==> config.mk <==
export PLATFORM = sky130hd
export DESIGN_NAME = ec_host_port
export DESIGN_NICKNAME = d
export VERILOG_FILES = /design/src/rtl/ec_host_pkg.sv /design/src/rtl/ec_inbuf.sv /design/src/rtl/ec_outbuf.sv /design/src/rtl/ec_seq_fsm.sv /design/src/rtl/ec_host_port.sv
export SDC_FILE = /design/constraint.sdc
export NUM_CORES = 1
export LEC_CHECK = 0
export ABC_CLOCK_PERIOD_IN_PS = 3350
export CAP_MARGIN = 10
export CORE_MARGIN = 2
export CORE_UTILIZATION = 30
export DETAILED_ROUTE_END_ITERATION = 6
export SLEW_MARGIN = 20
export SYNTH_ARGS = -nofsm -noshare
export SYNTH_HDL_FRONTEND = slang
export SYNTH_HIERARCHICAL = 1
export SYNTH_SLANG_ARGS = --single-unit
==> constraint.sdc <==
create_clock -name clk -period 3.35 [get_ports clk]
set_clock_uncertainty 0.2 [all_clocks]
set_input_delay 0.335 -clock clk [delete_from_list [all_inputs] [get_ports clk]]
set_output_delay 0.335 -clock clk [all_outputs]
set_load 0.01 [all_outputs]
==> src/rtl/ec_host_pkg.sv <==
package ec_host_pkg;

    typedef enum logic [1:0] {
        ST_IDLE    = 2'd0,
        ST_RD_ADDR = 2'd1,
        ST_WR_ADDR = 2'd2,
        ST_WR_DATA = 2'd3
    } ec_state_t;

    localparam logic [7:0] OP_READ      = 8'h80;
    localparam logic [7:0] OP_WRITE     = 8'h81;
    localparam logic [7:0] OP_BURST_ON  = 8'h82;
    localparam logic [7:0] OP_BURST_OFF = 8'h83;
    localparam logic [7:0] OP_QUERY     = 8'h84;

    localparam int SB_OBF   = 0;
    localparam int SB_IBF   = 1;
    localparam int SB_CMD   = 3;
    localparam int SB_BURST = 4;

endpackage

==> src/rtl/ec_inbuf.sv <==
module ec_inbuf #(
    parameter int BYTE_W = 8
) (
    input  logic              clk,
    input  logic              rst_n,
    input  logic              host_wr,
    input  logic              host_sel,
    input  logic [BYTE_W-1:0] host_wdata,
    input  logic              consume,
    output logic              ibf,
    output logic              in_is_cmd,
    output logic [BYTE_W-1:0] in_byte
);

    always_ff @(posedge clk) begin
        if (!rst_n) begin
            ibf       <= 1'b0;
            in_is_cmd <= 1'b0;
            in_byte   <= '0;
        end else if (host_wr) begin
            ibf       <= 1'b1;
            in_is_cmd <= host_sel;
            in_byte   <= host_wdata;
        end else if (consume) begin
            ibf       <= 1'b0;
        end
    end

endmodule

==> src/rtl/ec_outbuf.sv <==
module ec_outbuf #(
    parameter int BYTE_W = 8
) (
    input  logic              clk,
    input  logic              rst_n,
    input  logic              load,
    input  logic [BYTE_W-1:0] load_byte,
    input  logic              host_rd,
    input  logic              host_sel,
    output logic              obf,
    output logic [BYTE_W-1:0] out_byte
);

    always_ff @(posedge clk) begin
        if (!rst_n) begin
            obf      <= 1'b0;
            out_byte <= '0;
        end else if (load) begin
            obf      <= 1'b1;
            out_byte <= load_byte;
        end else if (host_rd && !host_sel) begin
            obf      <= 1'b0;
        end
    end

endmodule

==> src/rtl/ec_seq_fsm.sv <==
module ec_seq_fsm
    import ec_host_pkg::*;
#(
    parameter int          BYTE_W      = 8,
    parameter int          ADDR_W      = 8,
    parameter logic [7:0]  QUERY_VALUE = 8'h00,
    parameter logic [7:0]  BURST_ACK   = 8'h90
) (
    input  logic              clk,
    input  logic              rst_n,
    input  logic              ibf,
    input  logic              in_is_cmd,
    input  logic [BYTE_W-1:0] in_byte,
    input  logic [BYTE_W-1:0] reg_rdata,
    output logic              consume,
    output logic              load,
    output logic [BYTE_W-1:0] load_byte,
    output logic              burst,
    output logic [ADDR_W-1:0] reg_addr,
    output logic              reg_we,
    output logic [BYTE_W-1:0] reg_wdata
);

    ec_state_t         state, nxt;
    logic [ADDR_W-1:0] addr_q;
    logic              burst_on, burst_off;
    logic              take_cmd, take_data;

    assign take_cmd  = ibf && in_is_cmd;
    assign take_data = ibf && !in_is_cmd;

    // next-state selection
    always_comb begin
        nxt = state;
        if (take_cmd) begin
            case (in_byte)
                OP_READ:  nxt = ST_RD_ADDR;
                OP_WRITE: nxt = ST_WR_ADDR;
                default:  nxt = ST_IDLE;
            endcase
        end else if (take_data) begin
            unique case (state)
                ST_IDLE:    nxt = ST_IDLE;
                ST_RD_ADDR: nxt = ST_IDLE;
                ST_WR_ADDR: nxt = ST_WR_DATA;
                ST_WR_DATA: nxt = ST_IDLE;
            endcase
        end
    end

    // state register and captured address / burst flag
    always_ff @(posedge clk) begin
        if (!rst_n) begin
            state  <= ST_IDLE;
            addr_q <= '0;
            burst  <= 1'b0;
        end else begin
            state <= nxt;
            if (take_data && state == ST_WR_ADDR)
                addr_q <= in_byte[ADDR_W-1:0];
            if (burst_on)
                burst <= 1'b1;
            else if (burst_off)
                burst <= 1'b0;
        end
    end

    // outputs
    always_comb begin
        consume   = ibf;
        load      = 1'b0;
        load_byte = reg_rdata;
        burst_on  = 1'b0;
        burst_off = 1'b0;
        reg_addr  = addr_q;
        reg_we    = 1'b0;
        reg_wdata = in_byte;
        if (take_cmd) begin
            case (in_byte)
                OP_BURST_ON: begin
                    burst_on  = 1'b1;
                    load      = 1'b1;
                    load_byte = BURST_ACK;
                end
                OP_BURST_OFF: burst_off = 1'b1;
                OP_QUERY: begin
                    load      = 1'b1;
                    load_byte = QUERY_VALUE;
                end
                default: ;
            endcase
        end else if (take_data) begin
            unique case (state)
                ST_RD_ADDR: begin
                    reg_addr  = in_byte[ADDR_W-1:0];
                    load      = 1'b1;
                    load_byte = reg_rdata;
                end
                ST_WR_DATA: reg_we = 1'b1;
                ST_IDLE, ST_WR_ADDR: ;
            endcase
        end
    end

endmodule

==> src/rtl/ec_host_port.sv <==
module ec_host_port
    import ec_host_pkg::*;
#(
    parameter int         ADDR_W      = 8,
    parameter logic [7:0] QUERY_VALUE = 8'h00,
    parameter logic [7:0] BURST_ACK   = 8'h90
) (
    input  logic              clk,
    input  logic              rst_n,
    input  logic              host_wr,
    input  logic              host_rd,
    input  logic              host_sel,
    input  logic [7:0]        host_wdata,
    output logic [7:0]        host_rdata,
    output logic [ADDR_W-1:0] reg_addr,
    output logic              reg_we,
    output logic [7:0]        reg_wdata,
    input  logic [7:0]        reg_rdata
);

    localparam int BYTE_W = 8;

    logic              ibf_w, cmd_w, consume_w, load_w, obf_w, burst_w;
    logic [BYTE_W-1:0] in_byte_w, load_byte_w, out_byte_w, status_w;

    ec_inbuf #(.BYTE_W(BYTE_W)) u_inbuf (
        .clk(clk), .rst_n(rst_n), .host_wr(host_wr), .host_sel(host_sel),
        .host_wdata(host_wdata), .consume(consume_w),
        .ibf(ibf_w), .in_is_cmd(cmd_w), .in_byte(in_byte_w)
    );

    ec_seq_fsm #(
        .BYTE_W(BYTE_W), .ADDR_W(ADDR_W),
        .QUERY_VALUE(QUERY_VALUE), .BURST_ACK(BURST_ACK)
    ) u_fsm (
        .clk(clk), .rst_n(rst_n), .ibf(ibf_w), .in_is_cmd(cmd_w),
        .in_byte(in_byte_w), .reg_rdata(reg_rdata), .consume(consume_w),
        .load(load_w), .load_byte(load_byte_w), .burst(burst_w),
        .reg_addr(reg_addr), .reg_we(reg_we), .reg_wdata(reg_wdata)
    );

    ec_outbuf #(.BYTE_W(BYTE_W)) u_outbuf (
        .clk(clk), .rst_n(rst_n), .load(load_w), .load_byte(load_byte_w),
        .host_rd(host_rd), .host_sel(host_sel),
        .obf(obf_w), .out_byte(out_byte_w)
    );

    always_comb begin
        status_w           = '0;
        status_w[SB_OBF]   = obf_w;
        status_w[SB_IBF]   = ibf_w;
        status_w[SB_CMD]   = cmd_w;
        status_w[SB_BURST] = burst_w;
    end

    assign host_rdata = host_sel ? status_w : out_byte_w;

endmodule

==> Flow_metrics.wiki <==
{| class="wikitable"
! Metric !! Value
|-
| Area of the die || 0.00591 mm²
|-
| Final weighted congestion of routability-driven global placement || 0.679
|-
| Starting Density || 0.312
|-
| Startpoint of the lowest-slack register-to-register path || u_inbuf/in_byte[7]
|-
| Number of different library cells in the post-synthesis netlist || 34
|-
| Power Internal || 0.000584 W
|-
| Most used DFF post-synth || dfxtp_1
|-
| Type of origin of the critical path || flip-flop
|-
| Post_cts resized || 0
|-
| Mean instance size in the synthesized netlist || 10.4 µm²
|-
| Transition time at the pin with the least slew margin || 906 ps
|-
| Minimum clock period after layout || 2650 ps
|-
| Post-synthesis sequential area ratio || 0.377
|-
| Initial detailed-routing violation count || 43
|-
| Highest Clock Rate || 377 MHz
|-
| Worst-path fanout max || 10
|-
| Mapped Nets || 174
|-
| Antenna violations before repair || 0
|-
| EDFF count, synth || 0
|-
| Sequential share of power || 0.500
|-
| Maximum number of pins on one net before global-route repair || 31
|-
| Share of cells above drive strength 1 || 0.130
|-
| Worst-case vdd ir drop || 282 µV
|-
| Wire length after detailed routing || 3.37 mm
|-
| Vias/cell || 4.47
|-
| Power per cell area || 355 mW/mm²
|-
| Number of buffers added by the clock tree synthesis step || 5
|-
| Max-cap violations || 0
|-
| Number of pins exceeding their max-slew limit in the final report || 0
|-
| Required time of the critical path || 2810 ps
|-
| Count of standard-cell rows || 26
|-
| Fraction of power spent switching nets || 0.228
|-
| Final worst path period share || 0.792
|-
| Switching Power || 0.000173 W
|-
| Placed cell areas || 0.00204 mm²
|-
| Worst Slack Setup Final || 698 ps
|-
| Combinational power share || 0.108
|-
| Setup TNS || 0 ps
|-
| Htree depth || 2
|-
| Global router's overall resource usage || 0.122
|-
| Run status || finished, final reports clean
|-
| Die boundary height || 76.9 µm
|-
| Overflow left after global routing || 0
|-
| Synthesis-to-finish area growth || 33.8%
|-
| Number of hold-repair buffers added at the cts stage || 0
|-
| Number of flip-flops and latches in the synthesized netlist || 30
|-
| Pre-Repair DR Iteration Count || 5
|-
| Routed wire per std cell || 12.9 µm
|-
| TritonCTS clock tree || yes
|-
| Post-route standard cell area excluding fillers || 0.00213 mm²
|-
| Clock net sink count || 30
|-
| Setup slack at placement || 872 ps
|-
| Dpl hpwl || 2.34 mm
|-
| Type of the worst min-delay path || flip-flop to flip-flop
|-
| Final setup vio count || 0
|-
| Most used cells in the layout excluding fill and tap cells || clkdlybuf4s50_1 (45), dfxtp_1 (30), nor2b_1 (27), mux2i_1 (25), and2_1 (7)
|-
| Relative slew slack || 0.394
|-
| Core outline area || 0.00511 mm²
|-
| Static leakage power || 0.765 nW
|-
| Number of instances in the synthesized netlist || 153
|-
| Endpoint arrival time on the critical path || 2120 ps
|-
| N_diodes || 0
|-
| Root buffer cell || clkbuf_8
|-
| Number of remaining DRC errors || 0
|-
| Worst-case hold slack || 278 ps
|-
| Proportion of register bits with asynchronous set or reset after synthesis || 0
|-
| RSZ-0062 raised after global routing || false
|-
| Clock latency of the later-clocked register in the worst-skew pair || 280 ps
|-
| Clock network fraction of total power || 0.392
|-
| DIE WIDTH || 76.9 µm
|-
| Sum of internal, switching and leakage power || 0.000757 W
|-
| # Post-CTS Setup Buffers || 0
|-
| Total number of yosys warnings || 6
|-
| Final nets || 212
|-
| Start point of the worst min-delay path || u_fsm/burst
|-
| Setup Crit Path Kind || flip-flop to output pin
|-
| Antenna-violating nets left || 0
|-
| Top-level port count || 46
|-
| CTS clk-pin slew, worst paths || 60 ps
|-
| Start point of the critical path || u_inbuf/ibf
|-
| Vias after detailed routing || 1,171
|-
| Clock Tree Buf Depth || 2
|-
| Number of global-route vias before repair || 1,140
|-
| Commonest non-fill, non-tap cell in the layout || clkdlybuf4s50_1
|-
| First-pass GRT wire length || 5.67 mm
|-
| Number of buffers inserted by port buffering || 45
|-
| Combined area of all synthesized cells || 0.00159 mm²
|-
| Number of failing hold endpoints at the final stage || 0
|-
| Kind of end point of the critical path || output pin
|}
-- through the flow --
stage,std cells,utilization
global placement,254,0.400
finish,262,0.418
CTS,262,0.418
detailed placement,254,0.400
floorplan,153,-
global route,262,0.418
-- path summary, 6_finish.rpt --
| check | end | slack (ps) | cells after the start |
|---|---|---|---|
| max | reg_addr[4] | 700 | 4 |
| max reg2reg | u_outbuf/out_byte[1] | 960 | 5 |
| min | u_fsm/burst | 280 | 2 |
| min reg2reg | u_fsm/burst | 280 | 2 |
-- final cells by class --
type / instances / area (µm²)
fill: 537 / 2970
inverter: 4 / 15.0
clock inverter: 1 / 5.00
multi-input combinational: 103 / 873
sequential: 30 / 601
tap: 70 / 87.6
timing repair buffer: 47 / 465
clock buffer: 7 / 86.3
-- per-layer routing --
metal | track usage | up-vias | share of wire
li1 | - | 593 | -
met1 | 0.158 | 530 | 0.48
met2 | 0.178 | 42 | 0.42
met3 | 0.0518 | 6 | 0.084
met4 | 0.0491 | 0 | 0.016
met5 | 0 | - | 0
-- power by group through the flow --
stage | Combinational, W | Clock [W] | Sequential (W)
6_report | 0.0000820 | 0.000297 | 0.000378
3_3_place_gp | 0.0000833 | 0 | 0.000386
5_1_grt | 0.0000903 | 0.000329 | 0.000380
2_1_floorplan | 0.0000507 | 0 | 0.000380
3_5_place_dp | 0.0000829 | 0 | 0.000387
4_1_cts | 0.0000835 | 0.000310 | 0.000379
-- kinds of logic (layout without fill, tap and decap cells) --
family                    count (synthesis)  count (layout)  synth area share
DFF                                      30              30             0.377
AOI/OAI and AO/OA                        11              11            0.0463
xor gates and xnor gates                  1               1           0.00550
muxes                                    37              37             0.251
buffers and inverters                    20              59            0.0832
and+or+nand+nor                          54              54             0.237
-- synth_stat cells (4+ instances only) --
master   number  area [µm²]
and2_1        7        43.8
and2b_2       4        35.0
buf_4         9        67.6
dfxtp_1      30         601
inv_1         4        15.0
mux2_2        5        56.3
mux2_4        4        60.1
mux2i_1      25         250
nor2b_1      27         169
o21ai_0       4        20.0
-- sequential cells by signal, summed over array words and instances, names as in the netlist --
name	cells
u_fsm/addr_q	8
u_fsm/burst	1
u_fsm/state	2
u_inbuf/ibf	1
u_inbuf/in_byte	8
u_inbuf/in_is_cmd	1
u_outbuf/obf	1
u_outbuf/out_byte	8
-- worst max-delay path: stages (launching register included) --
cell and delay (ps):
dfxtp_1 460, nor4bb_2 320, buf_4 230, mux2_2 360, clkdlybuf4s50_1 480
Note: power is estimated with default switching activity, not from simulation.
